## config.mk

```make
export PLATFORM = sky130hd
export DESIGN_NAME = serial_rx_core
export DESIGN_NICKNAME = d
export VERILOG_FILES = /design/src/rtl/serial_rx_pkg.sv /design/src/rtl/rx_frame_fsm.sv /design/src/rtl/rx_char_assembler.sv /design/src/rtl/rx_holding_reg.sv /design/src/rtl/serial_rx_core.sv
export SDC_FILE = /design/constraint.sdc
export NUM_CORES = 1
export LEC_CHECK = 0
export ABC_AREA = 1
export CORE_MARGIN = 4
export CORE_UTILIZATION = 50
export CTS_BUF_LIST = sky130_fd_sc_hd__clkbuf_8
export DETAILED_ROUTE_END_ITERATION = 8
export GPL_ROUTABILITY_DRIVEN = 0
export PLACE_DENSITY = 0.77
export SLEW_MARGIN = 20
export SYNTH_ARGS = -nofsm -noshare
export SYNTH_HDL_FRONTEND = slang
export SYNTH_SLANG_ARGS = --single-unit
```

## constraint.sdc

```tcl
create_clock -name clk -period 1.7 [get_ports clk]
set_clock_uncertainty 0.15 [all_clocks]
set_input_delay 0.34 -clock clk [delete_from_list [all_inputs] [get_ports clk]]
set_output_delay 0.34 -clock clk [all_outputs]
set_load 0.02 [all_outputs]
```

## src/rtl/serial_rx_pkg.sv

```systemverilog
package serial_rx_pkg;

  typedef enum logic [2:0] {
    RX_IDLE,
    RX_START,
    RX_DATA,
    RX_PAR,
    RX_STOP
  } rx_phase_e;

  // Data bit count selected by the two-bit length code (5..8).
  function automatic logic [3:0] char_bits(input logic [1:0] code);
    return 4'd5 + {2'b00, code};
  endfunction

  // Parity mismatch: data_xor is the XOR of all received data bits.
  function automatic logic parity_bad(input logic en, input logic odd,
                                      input logic data_xor, input logic pbit);
    return en & (data_xor ^ pbit ^ odd);
  endfunction

endpackage

```

## src/rtl/rx_frame_fsm.sv

```systemverilog
module rx_frame_fsm
  import serial_rx_pkg::*;
#(
  parameter int OVS   = 16,
  parameter int IDX_W = 3
) (
  input  logic             clk,
  input  logic             rst_n,
  input  logic             tick,
  input  logic             rxd,
  input  logic [IDX_W:0]   n_bits,
  input  logic             par_en,
  output logic             evt_edge,
  output logic             evt_start_ok,
  output logic             evt_start_bad,
  output logic             evt_data,
  output logic [IDX_W-1:0] data_idx,
  output logic             evt_par,
  output logic             evt_stop
);

  localparam int CNT_W = $clog2(OVS);
  localparam logic [CNT_W-1:0] MID_CNT  = CNT_W'(OVS / 2 - 1);
  localparam logic [CNT_W-1:0] LAST_CNT = CNT_W'(OVS - 1);

  rx_phase_e        state;
  logic [CNT_W-1:0] cnt;
  logic [IDX_W-1:0] idx;
  logic             line_prev;
  logic             at_mid;
  logic             at_bit;
  logic             last_data;

  always_comb begin
    at_mid        = tick && (state == RX_START) && (cnt == MID_CNT);
    at_bit        = tick && (cnt == LAST_CNT) &&
                    (state inside {RX_DATA, RX_PAR, RX_STOP});
    evt_edge      = tick && (state == RX_IDLE) && line_prev && !rxd;
    evt_start_ok  = at_mid && !rxd;
    evt_start_bad = at_mid && rxd;
    evt_data      = at_bit && (state == RX_DATA);
    evt_par       = at_bit && (state == RX_PAR);
    evt_stop      = at_bit && (state == RX_STOP);
    last_data     = ({1'b0, idx} == (n_bits - 1'b1));
    data_idx      = idx;
  end

  always_ff @(posedge clk) begin
    if (!rst_n) begin
      state     <= RX_IDLE;
      cnt       <= '0;
      idx       <= '0;
      line_prev <= 1'b1;
    end else if (tick) begin
      line_prev <= rxd;
      unique case (state)
        RX_IDLE: begin
          cnt <= '0;
          if (evt_edge) state <= RX_START;
        end
        RX_START: begin
          if (at_mid) begin
            cnt   <= '0;
            idx   <= '0;
            state <= rxd ? RX_IDLE : RX_DATA;
          end else begin
            cnt <= cnt + 1'b1;
          end
        end
        RX_DATA: begin
          if (at_bit) begin
            cnt <= '0;
            idx <= idx + 1'b1;
            if (last_data) state <= par_en ? RX_PAR : RX_STOP;
          end else begin
            cnt <= cnt + 1'b1;
          end
        end
        RX_PAR: begin
          if (at_bit) begin
            cnt   <= '0;
            state <= RX_STOP;
          end else begin
            cnt <= cnt + 1'b1;
          end
        end
        RX_STOP: begin
          if (at_bit) begin
            cnt   <= '0;
            state <= RX_IDLE;
          end else begin
            cnt <= cnt + 1'b1;
          end
        end
        default: state <= RX_IDLE;
      endcase
    end
  end

endmodule

```

## src/rtl/rx_char_assembler.sv

```systemverilog
module rx_char_assembler
  import serial_rx_pkg::*;
#(
  parameter int DATA_W = 8,
  parameter int IDX_W  = 3
) (
  input  logic              clk,
  input  logic              rst_n,
  input  logic              rxd,
  input  logic              evt_start_ok,
  input  logic              evt_data,
  input  logic [IDX_W-1:0]  data_idx,
  input  logic              evt_par,
  input  logic              evt_stop,
  input  logic              par_en,
  input  logic              par_odd,
  output logic              frame_done,
  output logic [DATA_W-1:0] frm_data,
  output logic              frm_perr,
  output logic              frm_ferr
);

  logic [DATA_W-1:0] shreg;
  logic              acc;
  logic              pbit;

  // Each data bit is written into its own position, so the bits above the
  // word length keep the zeros loaded at the start sample.
  always_ff @(posedge clk) begin
    if (!rst_n) begin
      shreg <= '0;
      acc   <= 1'b0;
      pbit  <= 1'b0;
    end else if (evt_start_ok) begin
      shreg <= '0;
      acc   <= 1'b0;
      pbit  <= 1'b0;
    end else if (evt_data) begin
      shreg[data_idx] <= rxd;
      acc             <= acc ^ rxd;
    end else if (evt_par) begin
      pbit <= rxd;
    end
  end

  always_comb begin
    frame_done = evt_stop;
    frm_data   = shreg;
    frm_perr   = parity_bad(par_en, par_odd, acc, pbit);
    frm_ferr   = !rxd;
  end

endmodule

```

## src/rtl/rx_holding_reg.sv

```systemverilog
module rx_holding_reg #(
  parameter int DATA_W = 8
) (
  input  logic              clk,
  input  logic              rst_n,
  input  logic              frame_done,
  input  logic [DATA_W-1:0] frm_data,
  input  logic              frm_perr,
  input  logic              frm_ferr,
  input  logic              rd_strobe,
  output logic [DATA_W-1:0] rx_data,
  output logic              rx_full,
  output logic              err_parity,
  output logic              err_frame,
  output logic              err_overrun
);

  logic accept;

  // A read in the completion cycle frees the register before the load.
  assign accept = frame_done && (!rx_full || rd_strobe);

  always_ff @(posedge clk) begin
    if (!rst_n) begin
      rx_data     <= '0;
      rx_full     <= 1'b0;
      err_parity  <= 1'b0;
      err_frame   <= 1'b0;
      err_overrun <= 1'b0;
    end else if (accept) begin
      rx_data     <= frm_data;
      rx_full     <= 1'b1;
      err_parity  <= frm_perr;
      err_frame   <= frm_ferr;
      err_overrun <= 1'b0;
    end else if (frame_done) begin
      err_overrun <= 1'b1;
    end else if (rd_strobe) begin
      rx_full     <= 1'b0;
      err_parity  <= 1'b0;
      err_frame   <= 1'b0;
      err_overrun <= 1'b0;
    end
  end

endmodule

```

## src/rtl/serial_rx_core.sv

```systemverilog
module serial_rx_core
  import serial_rx_pkg::*;
#(
  parameter int DATA_W = 8,
  parameter int OVS    = 16
) (
  input  logic              clk,
  input  logic              rst_n,
  input  logic              baud_tick16,
  input  logic              ext_tick16,
  input  logic              rate_sel,
  input  logic              rxd,
  input  logic [1:0]        word_len,
  input  logic              par_en,
  input  logic              par_odd,
  input  logic              rd_strobe,
  output logic [DATA_W-1:0] rx_data,
  output logic              rx_full,
  output logic              err_parity,
  output logic              err_frame,
  output logic              err_overrun
);

  localparam int IDX_W = $clog2(DATA_W);

  logic              tick_sel;
  logic [IDX_W:0]    n_bits;
  logic              evt_edge;
  logic              evt_start_ok;
  logic              evt_start_bad;
  logic              evt_data;
  logic [IDX_W-1:0]  data_idx;
  logic              evt_par;
  logic              evt_stop;
  logic              frame_done;
  logic [DATA_W-1:0] frm_data;
  logic              frm_perr;
  logic              frm_ferr;

  assign tick_sel = rate_sel ? ext_tick16 : baud_tick16;
  assign n_bits   = (IDX_W + 1)'(char_bits(word_len));

  rx_frame_fsm #(.OVS(OVS), .IDX_W(IDX_W)) u_fsm (
    .clk          (clk),
    .rst_n        (rst_n),
    .tick         (tick_sel),
    .rxd          (rxd),
    .n_bits       (n_bits),
    .par_en       (par_en),
    .evt_edge     (evt_edge),
    .evt_start_ok (evt_start_ok),
    .evt_start_bad(evt_start_bad),
    .evt_data     (evt_data),
    .data_idx     (data_idx),
    .evt_par      (evt_par),
    .evt_stop     (evt_stop)
  );

  rx_char_assembler #(.DATA_W(DATA_W), .IDX_W(IDX_W)) u_asm (
    .clk         (clk),
    .rst_n       (rst_n),
    .rxd         (rxd),
    .evt_start_ok(evt_start_ok),
    .evt_data    (evt_data),
    .data_idx    (data_idx),
    .evt_par     (evt_par),
    .evt_stop    (evt_stop),
    .par_en      (par_en),
    .par_odd     (par_odd),
    .frame_done  (frame_done),
    .frm_data    (frm_data),
    .frm_perr    (frm_perr),
    .frm_ferr    (frm_ferr)
  );

  rx_holding_reg #(.DATA_W(DATA_W)) u_hold (
    .clk        (clk),
    .rst_n      (rst_n),
    .frame_done (frame_done),
    .frm_data   (frm_data),
    .frm_perr   (frm_perr),
    .frm_ferr   (frm_ferr),
    .rd_strobe  (rd_strobe),
    .rx_data    (rx_data),
    .rx_full    (rx_full),
    .err_parity (err_parity),
    .err_frame  (err_frame),
    .err_overrun(err_overrun)
  );

endmodule

```

==> impl_metrics.json <==
{
  "max_stage_delay_ps": 480,
  "seq_area_um2": 664,
  "cp_data_arrival_time_ps": 1710,
  "yosys.area_share.xor_xnor_pct": 2.67,
  "overflow": 0,
  "fin_util_pct": 71.6,
  "hold_viol_final": 0,
  "reg2regPathDepth": 9,
  "synth_nets": 240,
  "routed_via_density": 5.02,
  "synth_edf_count": 0,
  "drive_above_1_share_pct": 26.5,
  "cp_slowest_cell": "clkdlybuf4s50_1",
  "synth_top_area_share_pct": 40.3,
  "ff2ff_setup_slack_ps": 40,
  "fillCellCount": 282,
  "r2r-start": "u_fsm.cnt[0]$_SDFFE_PN0P_",
  "synth_area_um2": 1640,
  "drt-wirelength-per-cell_um": 12.1,
  "cts_tree": "yes",
  "synth_compound_area_share_pct": 16.7,
  "io_pins": 23,
  "dr_total_vias": 1585,
  "cts-root-buf": "clkbuf_8",
  "p_leak_uw": 0.000904,
  "antenna_found_initial": 0,
  "h-tree-depth": 2,
  "worstSkewPairLatency_ps": 290,
  "grt_first_pass_wirelength_um": 6340,
  "die-area_um2": 4260,
  "yosysWarningCount": 0,
  "slew_viol_final": 0,
  "holdPathStages": 2,
  "fmax_mhz": 594,
  "ctsHoldBuffers": 0,
  "rsz0062_at_grt": "yes",
  "yosys.area_share.simple_pct": 31.8,
  "finalInstanceArea_um2": 2220,
  "grt_pass1_vias": 1465,
  "synthArstFlopShare_pct": 0,
  "wl_met2_um": 1760,
  "grt_max_degree": 14,
  "cts_buffer_depth": 2,
  "hold_start": "u_hold.rx_data[5]$_SDFFE_PN0P_",
  "dp_cells": 301,
  "maxCapViolCount": 0,
  "place_hpwl_um": 2710,
  "fin_crit_ps": 1680,
  "syn_inst": 227,
  "cp_top_family": "buffers and inverters",
  "status": "finished, final reports clean",
  "route.detailed.drc": 0,
  "ys_ff_latch": 33,
  "max-slew-margin-rel_pct": 76.7,
  "path_max_fanout": 6,
  "power_density_nw_per_um2": 1000,
  "start_util_pct": 52.9,
  "core.rowCount": 20,
  "fin_crit_sh_pct": 99.1,
  "grt_util_all_layers_pct": 18.9,
  "criticalPathCategory": "in -> reg",
  "yosysMostFrequentCell": "nand2_1",
  "path_buf_inv": 3,
  "path_common_cell": "nand2_2",
  "wl_met1_um": 1880,
  "netlist_top_cells_count": "nand2_1 (56), dfxtp_1 (33), a21oi_1 (28)",
  "crit_chain": "clkdlybuf4s50_1, nand2_2, a21oi_4, inv_2, nor2_4, buf_4, nand2_2, nand2_1, a21oi_1",
  "yosysSeqAreaShare_pct": 40.3,
  "drt-total-wl_um": 3830,
  "crit-reg2reg-capture": "u_hold.rx_data[2]$_SDFFE_PN0P_",
  "synth_area_leader_cell": "dfxtp_1",
  "ys.flop_type": "dfxtp_1",
  "hp-class": "reg -> reg",
  "core_area_um2": 3100,
  "worstMarginPinSlew_ps": 350,
  "dpl-instance-area_um2": 1990,
  "peakVddDrop_mv": 0.861,
  "syn_avg_cell_area_um2": 7.23,
  "finalSetupViolCount": 0,
  "nNetsFinal": 284,
  "drt_first_iter_violations": 95,
  "dr_wl_met3_um": 156,
  "die_y_um": 65.3,
  "cts_sinks": 33,
  "synthAdderAreaFrac_pct": 1.53,
  "routed.top_layer": "met4",
  "cp.required_ps": 1730,
  "synth.area.mux_share_pct": 0,
  "cts_buffers": 5,
  "chipWidth_um": 65.3,
  "clk_pin_slew_ps": 70,
  "synth_top_family_by_area": "simple AND/OR/NAND/NOR gates",
  "port_buffers": 22,
  "setup.worst_path.end_class": "flip-flop",
  "multiInputGateArea_um2": 971,
  "first_pass_iters": 4,
  "ys_top_cells_by_area": "dfxtp_1 (40%), nand2_1 (13%), a21oi_1 (8.5%), nor2_1 (5.0%), inv_1 (3.7%)",
  "ys_types": 34,
  "area_growth_pct": 35.5,
  "ant_nets": 0,
  "start_kind": "input pin",
  "finalNonFillerCells": 316,
  "insertedDiodeCount": 0,
  "hold_end": "u_hold.rx_data[5]$_SDFFE_PN0P_"
}
[tightest hold or removal path, delay by kind of cell (launching register included)]
kind,cells,cell delay [ps]
simple gates,1,60
compound gates,1,50
flops,1,310
[per-stage QoR]
stage               setup TNS, ps  power [µW]  hold WS [ps]  worst slack (ps)
floorplan                       0        1400           286              78.6
global placement            -8370        1540           300              -348
detailed placement          -9370        1550           304              -403
CTS                             0        2140           315              3.04
global route                 -401        2380           337             -57.1
finish                          0        2230           315              15.8
[what timing repair did]
item,CTS,global route
setup buffers,0,5
endpoints found under the setup margin,26,28
pin swaps,3,10
gates cloned,0,2
gates resized for setup,16,28
[kinds of logic (layout without fill, tap and decap cells)]
family | count (synthesis) | count (layout)
buffers and inverters | 27 | 71
and+or+nand+nor | 114 | 115
xor gates and xnor gates | 5 | 5
adders and majority gates | 2 | 2
AOI/OAI and AO/OA | 46 | 46
DFF | 33 | 33
[flip-flops by register name (all words and copies together), names as in the netlist, 3 cells and up]
| register | count |
|---|---|
| u_asm.frm_data | 8 |
| u_hold.rx_data | 8 |
| u_fsm.cnt | 4 |
| u_fsm.data_idx | 3 |
| u_fsm.state | 3 |
[routing by layer]
layer / vias to the layer above / global-route usage (%)
li1: 838 / -
met1: 714 / 25.3
met2: 29 / 29.2
met3: 4 / 4.62
met4: 0 / 6.99
met5: - / 0
[power by group]
group	switching, µW	leakage [µW]	internal [µW]
Clock	305	0.0000439	282
Combinational	486	0.000592	278
Sequential	62.4	0.000268	817
Total	853	0.000904	1380
[how the worst max path moves through the flow]
stage / from / to / slack (ps) / depth (start not counted)
2_1_floorplan: u_fsm.cnt[0]$_SDFFE_PN0P_ / u_hold.err_frame$_SDFFE_PN0P_ / 80 / 9
3_3_place_gp: rate_sel / u_hold.rx_data[2]$_SDFFE_PN0P_ / -350 / 9
3_5_place_dp: rate_sel / u_hold.rx_data[7]$_SDFFE_PN0P_ / -400 / 9
4_1_cts: u_fsm.cnt[0]$_SDFFE_PN0P_ / u_hold.rx_data[7]$_SDFFE_PN0P_ / 3 / 9
5_1_grt: baud_tick16 / u_hold.rx_data[2]$_SDFFE_PN0P_ / -60 / 9
6_report: baud_tick16 / u_hold.rx_data[2]$_SDFFE_PN0P_ / 20 / 9
[placed cells by master, fill, tap and decap left out, types with 4 or more instances in the layout]
master / synthesis / layout
clkdlybuf4s50_1: 0 / 8
nand2_2: 5 / 12
a21oi_1: 28 / 23
dlygate4sd2_1: 0 / 12
o21ai_0: 7 / 7
nand2_1: 56 / 49
nor2_4: 2 / 4
nand4_1: 8 / 8
buf_4: 0 / 17
a21oi_2: 2 / 7
nor2_1: 22 / 20
nand3_1: 9 / 8
dfxtp_1: 33 / 30
inv_1: 16 / 16
clkbuf_8: 0 / 5
[area by class of cell]
type	count	area share, %
Tap cell	44	2.48
Timing Repair Buffer	40	15.7
Sequential cell	33	29.9
Inverter	22	4.05
Clock inverter	3	0.788
Multi-Input combinational cell	168	43.7
Timing Repair inverter	1	0.282
Clock buffer	5	3.10
Note: power is estimated with default switching activity, not from simulation.
